[config.mk]
export PLATFORM = sky130hd
export DESIGN_NAME = ser_shift_unit
export DESIGN_NICKNAME = d
export VERILOG_FILES = /design/src/rtl/ser_shift_pkg.sv /design/src/rtl/ser_clk_phase.sv /design/src/rtl/ser_edge_count.sv /design/src/rtl/ser_shift_reg.sv /design/src/rtl/ser_shift_unit.sv
export SDC_FILE = /design/constraint.sdc
export NUM_CORES = 1
export LEC_CHECK = 0
export ABC_CLOCK_PERIOD_IN_PS = 4130
export BUFFER_PORTS_ARGS = -buffer_cell sky130_fd_sc_hd__clkbuf_2
export CAP_MARGIN = 40
export CELL_PAD_IN_SITES_DETAIL_PLACEMENT = 0
export CELL_PAD_IN_SITES_GLOBAL_PLACEMENT = 1
export CORE_UTILIZATION = 40
export DETAILED_ROUTE_END_ITERATION = 10
export PLACE_DENSITY_LB_ADDON = 0.1
export REMOVE_ABC_BUFFERS = 1
export SKIP_CTS_REPAIR_TIMING = 1
export SYNTH_ARGS = -nofsm -noshare
export SYNTH_HDL_FRONTEND = slang
export SYNTH_SLANG_ARGS = --single-unit
[constraint.sdc]
create_clock -name clk -period 4.13 [get_ports clk]
set_input_delay 0.413 -clock clk [delete_from_list [all_inputs] [get_ports clk]]
set_output_delay 0.413 -clock clk [all_outputs]
set_load 0.1 [all_outputs]
[src/rtl/ser_shift_pkg.sv]
package ser_shift_pkg;
    typedef enum logic [1:0] {
        SRC_SOFT     = 2'd0,
        SRC_TIMER    = 2'd1,
        SRC_EXT_RISE = 2'd2,
        SRC_EXT_FALL = 2'd3
    } clk_src_e;

    typedef enum logic [1:0] {
        PH_OFF  = 2'd0,
        PH_LOW  = 2'd1,
        PH_HIGH = 2'd2
    } phase_e;
endpackage

[src/rtl/ser_clk_phase.sv]
module ser_clk_phase
    import ser_shift_pkg::*;
#(
    parameter int SYNC_STAGES = 2
) (
    input  logic       clk,
    input  logic       rst_n,
    input  logic       en,
    input  logic [1:0] src,
    input  logic       sw_strobe,
    input  logic       tmr_tick,
    input  logic       sw_toggle,
    input  logic       sck_pin,
    input  logic       di_pin,
    output logic       smp_ev,
    output logic       upd_ev,
    output logic       clk_level,
    output logic       di_s
);
    logic [SYNC_STAGES-1:0] sck_sy;
    logic [SYNC_STAGES-1:0] di_sy;
    logic                   sck_prev;
    logic                   sck_now;
    logic                   ext_rise;
    logic                   ext_fall;
    logic                   is_int;
    logic                   int_ev;
    logic                   flip;
    phase_e                 state_q;
    phase_e                 state_d;

    // input synchronisers and edge history
    always_ff @(posedge clk or negedge rst_n) begin
        if (!rst_n) begin
            sck_sy   <= '0;
            di_sy    <= '0;
            sck_prev <= 1'b0;
        end else begin
            sck_sy   <= {sck_sy[SYNC_STAGES-2:0], sck_pin};
            di_sy    <= {di_sy[SYNC_STAGES-2:0], di_pin};
            sck_prev <= sck_now;
        end
    end

    assign sck_now  = sck_sy[SYNC_STAGES-1];
    assign di_s     = di_sy[SYNC_STAGES-1];
    assign ext_rise = sck_now & ~sck_prev;
    assign ext_fall = ~sck_now & sck_prev;
    assign is_int   = (src == SRC_SOFT) || (src == SRC_TIMER);
    assign int_ev   = en && is_int && ((src == SRC_SOFT) ? sw_strobe : tmr_tick);
    assign flip     = int_ev || (en && !is_int && sw_toggle);

    // state register
    always_ff @(posedge clk or negedge rst_n) begin
        if (!rst_n) state_q <= PH_OFF;
        else        state_q <= state_d;
    end

    // next state
    always_comb begin
        state_d = state_q;
        unique case (state_q)
            PH_OFF:  if (en) state_d = PH_LOW;
            PH_LOW:  if (!en) state_d = PH_OFF;
                     else if (flip) state_d = PH_HIGH;
            PH_HIGH: if (!en) state_d = PH_OFF;
                     else if (flip) state_d = PH_LOW;
            default: state_d = PH_OFF;
        endcase
    end

    // outputs
    always_comb begin
        clk_level = (state_q == PH_HIGH);
        smp_ev    = 1'b0;
        upd_ev    = 1'b0;
        if (en) begin
            if (is_int) begin
                smp_ev = int_ev && (state_q == PH_LOW);
                upd_ev = int_ev && (state_q == PH_HIGH);
            end else if (src == SRC_EXT_RISE) begin
                smp_ev = ext_rise;
                upd_ev = ext_fall;
            end else begin
                smp_ev = ext_fall;
                upd_ev = ext_rise;
            end
        end
    end

    assert_toggle_ignored_R9: assert property (@(posedge clk) disable iff (!rst_n)
        (en && is_int && sw_toggle && !int_ev && state_q != PH_OFF) |=> $stable(clk_level));
    assert_off_clock_low_R7: assert property (@(posedge clk) disable iff (!rst_n)
        !en |=> !clk_level);
endmodule

[src/rtl/ser_edge_count.sv]
module ser_edge_count #(
    parameter int CNT_W = 4
) (
    input  logic             clk,
    input  logic             rst_n,
    input  logic             en,
    input  logic             smp_ev,
    input  logic             upd_ev,
    input  logic             flag_clr,
    input  logic             irq_en,
    output logic [CNT_W-1:0] cnt,
    output logic             wrap,
    output logic             flag,
    output logic             irq
);
    localparam logic [CNT_W-1:0] CNT_MAX = {CNT_W{1'b1}};

    logic ev;
    assign ev   = smp_ev | upd_ev;
    assign wrap = ev && (cnt == CNT_MAX);
    assign irq  = flag & irq_en;

    always_ff @(posedge clk or negedge rst_n) begin
        if (!rst_n)  cnt <= '0;
        else if (!en) cnt <= '0;
        else if (ev)  cnt <= cnt + 1'b1;
    end

    always_ff @(posedge clk or negedge rst_n) begin
        if (!rst_n)        flag <= 1'b0;
        else if (wrap)     flag <= 1'b1;
        else if (flag_clr) flag <= 1'b0;
    end

    assert_count_step_R5: assert property (@(posedge clk) disable iff (!rst_n)
        (en && ev) |=> cnt == CNT_W'($past(cnt) + 1'b1));
    assert_wrap_flag_R5: assert property (@(posedge clk) disable iff (!rst_n)
        (en && ev && cnt == CNT_MAX) |=> flag);
    assert_irq_needs_flag_R6: assert property (@(posedge clk) disable iff (!rst_n)
        irq |-> flag);
    assert_off_count_zero_R7: assert property (@(posedge clk) disable iff (!rst_n)
        !en |=> cnt == '0);
endmodule

[src/rtl/ser_shift_reg.sv]
module ser_shift_reg #(
    parameter int DATA_W = 8
) (
    input  logic              clk,
    input  logic              rst_n,
    input  logic              wr,
    input  logic [DATA_W-1:0] wdata,
    input  logic              smp_ev,
    input  logic              upd_ev,
    input  logic              di_s,
    input  logic              wrap,
    output logic [DATA_W-1:0] shreg,
    output logic              do_q,
    output logic [DATA_W-1:0] buf_q
);
    logic [DATA_W-1:0] shreg_d;

    always_comb begin
        if (wr)          shreg_d = wdata;
        else if (smp_ev) shreg_d = {shreg[DATA_W-2:0], di_s};
        else             shreg_d = shreg;
    end

    always_ff @(posedge clk or negedge rst_n) begin
        if (!rst_n) begin
            shreg <= '0;
            buf_q <= '0;
            do_q  <= 1'b0;
        end else begin
            shreg <= shreg_d;
            if (wrap)        buf_q <= shreg_d;
            if (wr)          do_q  <= wdata[DATA_W-1];
            else if (upd_ev) do_q  <= shreg[DATA_W-1];
        end
    end

    assert_out_hold_R3: assert property (@(posedge clk) disable iff (!rst_n)
        (!upd_ev && !wr) |=> $stable(do_q));
    assert_buf_hold_R5: assert property (@(posedge clk) disable iff (!rst_n)
        !wrap |=> $stable(buf_q));
endmodule

[src/rtl/ser_shift_unit.sv]
module ser_shift_unit
    import ser_shift_pkg::*;
#(
    parameter int DATA_W      = 8,
    parameter int SYNC_STAGES = 2,
    localparam int CNT_W      = $clog2(2 * DATA_W)
) (
    input  logic              clk,
    input  logic              rst_n,
    input  logic [1:0]        wire_mode,
    input  logic [1:0]        clk_src,
    input  logic              irq_en,
    input  logic              dat_wr,
    input  logic [DATA_W-1:0] dat_wdata,
    input  logic              flag_clr,
    input  logic              sw_strobe,
    input  logic              sw_toggle,
    input  logic              tmr_tick,
    input  logic              sck_in,
    input  logic              di_in,
    output logic [DATA_W-1:0] dat_q,
    output logic [DATA_W-1:0] buf_q,
    output logic [CNT_W-1:0]  edge_cnt,
    output logic              ovf_flag,
    output logic              irq,
    output logic              do_o,
    output logic              sck_o,
    output logic              sda_pull_low,
    output logic              scl_pull_low
);
    logic en, three_w, two_w;
    logic smp_ev, upd_ev, clk_level, di_s, wrap, do_q;

    assign en      = (wire_mode != 2'd0);
    assign three_w = (wire_mode == 2'd1);
    assign two_w   = wire_mode[1];

    ser_clk_phase #(.SYNC_STAGES(SYNC_STAGES)) u_phase (
        .clk(clk), .rst_n(rst_n), .en(en), .src(clk_src),
        .sw_strobe(sw_strobe), .tmr_tick(tmr_tick), .sw_toggle(sw_toggle),
        .sck_pin(sck_in), .di_pin(di_in),
        .smp_ev(smp_ev), .upd_ev(upd_ev), .clk_level(clk_level), .di_s(di_s)
    );

    ser_edge_count #(.CNT_W(CNT_W)) u_count (
        .clk(clk), .rst_n(rst_n), .en(en), .smp_ev(smp_ev), .upd_ev(upd_ev),
        .flag_clr(flag_clr), .irq_en(irq_en),
        .cnt(edge_cnt), .wrap(wrap), .flag(ovf_flag), .irq(irq)
    );

    ser_shift_reg #(.DATA_W(DATA_W)) u_shift (
        .clk(clk), .rst_n(rst_n), .wr(dat_wr), .wdata(dat_wdata),
        .smp_ev(smp_ev), .upd_ev(upd_ev), .di_s(di_s), .wrap(wrap),
        .shreg(dat_q), .do_q(do_q), .buf_q(buf_q)
    );

    // line drivers
    assign do_o         = three_w ? do_q : 1'b1;
    assign sck_o        = three_w ? clk_level : 1'b0;
    assign sda_pull_low = two_w & ~do_q;
    assign scl_pull_low = two_w & ~clk_level;

    assert_2w_lines_quiet_R8: assert property (@(posedge clk) disable iff (!rst_n)
        two_w |-> (do_o && !sck_o));
    assert_off_lines_idle_R7: assert property (@(posedge clk) disable iff (!rst_n)
        !en |-> (do_o && !sda_pull_low && !scl_pull_low));
endmodule

After elaboration in Yosys (flattened, before gate mapping). Cells that the tools add are included.

Input bits: 22. Register bits after elaboration: 29. Output and inout bits: 26. Word-level logic and storage cells: 69.

$add $sub $neg: 1. Multiplexer cells: 23. Reduce and logical (&&, ||, !) cells: 16. Bitwise gates (word level): 10. Equal/unequal tests: 10.

Operators with widths (count): 8-bit two-way mux (2); 1-bit two-way mux (13); 2-bit two-way mux (5); 4-bit two-way mux (2); 1-bit logical AND (7); 2-bit by 1-bit equality test with 1-bit output (second input constant) (3); 3-bit != test (second input constant) (2); 2-bit case mux with 3 select lines (1); 2-bit nonzero test (3); 1-bit bitwise AND (5); 4-bit by 1-bit adder with 4-bit output (second input constant) (1); 2-bit equality test (second input constant) (2); 4-bit equality test (second input constant) (1); 2-bit logical NOT (2); 1-bit inverter (4); 3-bit AND reduction (1); 1-bit logical OR (2); 2-bit by 1-bit != test with 1-bit output (second input constant) (1); 2-bit != test (second input constant) (1); 1-bit logical NOT (1); 1-bit OR (1).

Longest topological paths before layout.
Depth in word-level cells: 10. Depth in mapped cells: 6. Mapped depth without buffers: 5.

Cells and area by module. From an unflattened synthesis, not the netlist that was laid out.

Cells, all modules: 132. Area, all modules: 1511.4 sq um.

By module, submodules not included: ser_shift_reg (cells each 73, instances 1, area an instance 863.3 sq um); ser_clk_phase (cells each 32, instances 1, area an instance 365.4 sq um); ser_edge_count (cells each 22, instances 1, area an instance 246.5 sq um); ser_shift_unit (cells each 5, instances 1, area an instance 36.3 sq um).

Worst setup path after synthesis. No wires, ideal clock.

Path type: flip-flop to output port. Start: register u_phase.state_q[1]. End: output scl_pull_low. Data arrival time: 1.897 ns. Setup slack: 1.820 ns. Data required time: 3.717 ns. Stages on the path, launching flop included: 3. Cells stage by stage: dfrtp_1 nor2b_1 nor2b_1.

Longest elaborated chain between the ends: 3.

Ends and longest elaborated chain: start: declaration (line ser_clk_phase.sv:29) `phase_e state_q;`; start signal: assignment (line ser_clk_phase.sv:56) `else state_q <= state_d;`; 2-bit equality test (line ser_clk_phase.sv:74) `clk_level = (state_q == PH_HIGH);`; 1-bit inverter (line ser_shift_unit.sv:61) `assign scl_pull_low = two_w & ~clk_level;`; 1-bit bitwise AND (line ser_shift_unit.sv:61); end: declaration (line ser_shift_unit.sv:29) `output logic scl_pull_low`.

Every way passes these cells.

Worst setup path after layout.
Start: register u_phase.state_q[1]. End: output sck_o.

Longest elaborated chain between the ends: 2.

Ends and longest elaborated chain: 2-bit equality test (line ser_clk_phase.sv:74); 1-bit two-way mux (line ser_shift_unit.sv:59) `assign sck_o = three_w ? clk_level : 1'b0;`; end: declaration (line ser_shift_unit.sv:27) `output logic sck_o,`.

Every way passes these cells.

==> metrics.txt <==
layout cells sized above 1 34.6%; drt wl/cell 14.1 um; H-Tree Depth 2; CTS Sinks 29; sequential-to-total area share from yosys stat 50.9%; final worst path period share 50.7%; Mapped Avg Cell Area 11.3 sq um; sequential power share 37.9%; P_leak 0.930 nW; Top FF cell, synth dfrtp_1; Pre-Repair DR Iteration Count 2; ANT cells 0; Post-synth EDFFs 0; Clk pin slew, worst setup/hold paths 0.10 ns; status completed; #FFs+latches synth 29; Max Fanout on Critical Path 4; Pins Over Slew Limit 0; switching power 0.383 mW; # port buffers 47; worst setup path class flip-flop to output port; crit path cell chain nor2b_1, and3b_1, clkbuf_2; Hold Path Class input port to async pin; synthesized area 1430 sq um; commonest non-fill, non-tap cell in the layout clkbuf_2; DPL Wire Length 2330 um; Cell Count, Final, Fillers Out 225; gpl congestion 0.801; die area 3810 sq um; clk_skew 0.0155 ns; number of global-route vias before repair 1074; synth top area cells dfrtp_1, mux2i_1, nor2_1; clock buffer depth 2; fin nets 201; RSZ-0062 raised after global routing no; DRT Wirelength 3180 um; Yosys top cell by area dfrtp_1; Yosys top cell area share 50.9%; Required @ worst endpoint 3.72 ns; starting density of the core 42.4%; Die Wd 61.7 um; Remaining DRCs 0; core box area 3360 sq um; Crit. End Element output port; via count 1139; Min Hold Slack 0.107 ns; worst slew pin tran 0.704 ns; Max transition margin 53.0%; Final Util 53.3%; count of cell types in the netlist 33; Via density 5.06; minimum clock period 2.09 ns; switching share of power 42.3%; num ports 48; Syn. warnings 0; clk_lat worst skew 0.34 ns; Filler cells 336; Synth async-reset ratio 100%; initial antenna violation count 0; Max Cap Viol 0; fmax 477 MHz; Final ANT Viol Nets 0; final hold viol count 0; crit start category flip-flop; max incr delay on CP 0.45 ns; gr usage total 19.3%; CTS tree done; initial drt markers 42; Num CTS Buffers 5; Die Ht 61.7 um; Synth Instances 126; first-pass GRT wire length 5090 um; area growth from synthesis to layout 25.7%; pin count of the biggest net entering global routing 30; CP arrival 1.68 ns; Clock Root Buffer clkbuf_4; clock group share of total power 27.0%; Sum Neg Setup Slack 0 ns; FP Rows 21; internal power 0.522 mW; Post-Place Cells 217; CP max stage cell clkbuf_2; GRT overflow 0; most frequent cells in the layout clkbuf_2, dfrtp_1, mux2i_1; PwrDens 505 nW/um^2; worst vdd ir 0.218 mV; combinational group share of total power 35.0%; final setup vio count 0
cell usage after synthesis, drive strengths merged, types with 2 or more instances:
master and n:
xnor2 3, o21ai 6, nand2 6, nand3 3, nand2b 2, nor2b 5
dfrtp 29, a21oi 5, nor2 18, o211ai 3, nand4 2, a32oi 2
inv 5, mux2i 21, xor2 2
registers in the layout, summed over array words and instances, names as in the netlist:
name and cells:
u_count.cnt 4, u_count.flag 1, u_phase.di_sy 2, u_phase.sck_prev 1, u_phase.sck_sy 2, u_phase.state_q 2
u_shift.buf_q 8, u_shift.do_q 1, u_shift.shreg 8
logic make-up after synthesis:
group | after synthesis | synth area share (%)
xor+xnor | 5 | 3.07
fa+ha+maj | 1 | 0.877
compound gates | 20 | 12.5
buf+inv | 8 | 2.37
simple gates | 41 | 14.7
flops | 29 | 50.9
mux | 22 | 15.5
worst max-delay path: cells and delay by family, from the launching register on:
| family | cells | cell delay (ns) |
|---|---|---|
| and+or+nand+nor | 2 | 0.48 |
| buffers and inverters | 1 | 0.45 |
| DFF | 1 | 0.42 |
metrics by stage:
| step | setup WS [ns] | power (mW) | cell area (sq um) |
|---|---|---|---|
| 3_5_place_dp | 1.94 | 0.665 | 1710 |
| 2_1_floorplan | 1.82 | 0.597 | 1420 |
| 4_1_cts | 2.02 | 0.914 | 1790 |
| 5_1_grt | 1.96 | 0.950 | 1790 |
| 6_report | 2.04 | 0.905 | 1790 |
| 3_3_place_gp | 1.91 | 0.659 | 1710 |
final cells by class:
type	count	area, sq um	share of cell area (%)
flip-flops and latches	29	726	40.5
clock inverters	1	30.0	1.67
multi-input cells	89	667	37.2
clock buffers	7	55.1	3.07
repair buffers	47	235	13.1
well taps	46	57.6	3.21
inverters	6	22.5	1.26
power by group through the flow:
stage                     Combinational [mW]  Sequential [mW]  Clock (mW)
after floorplan                       0.0996            0.497           0
after global placement                 0.314            0.345           0
after detailed placement               0.316            0.348           0
after CTS                              0.319            0.343       0.252
after global routing                   0.335            0.347       0.268
final                                  0.317            0.343       0.245
path summary, 6_finish.rpt:
| check | depth (start not counted) | start | to | slack [ns] |
|---|---|---|---|---|
| max in group asynchronous | 1 | rst_n | u_phase.sck_prev$_DFF_PN0_ | 3.56 |
| setup reg to reg | 5 | u_phase.state_q[1]$_DFFE_PN0P_ | u_shift.buf_q[1]$_DFFE_PN0P_ | 2.20 |
| setup / recovery | 3 | u_phase.state_q[1]$_DFFE_PN0P_ | sck_o | 2.04 |
| hold / removal | 1 | rst_n | u_count.cnt[2]$_DFFE_PN0P_ | 0.11 |
| min in group clk | 1 | di_in | u_phase.di_sy[0]$_DFF_PN0_ | 0.19 |
| hold reg to reg | 0 | u_phase.sck_sy[0]$_DFF_PN0_ | u_phase.sck_sy[1]$_DFF_PN0_ | 0.35 |
layer usage:
metal  vias up  GRT usage (%)  wire length (um)
met1       560           25.1              1440
met4         0           8.57                53
met5         -              0                 0
met2        30           30.1              1550
met3         7           5.59               127
li1        542              -                 -
(Power assumes the default switching activity.)
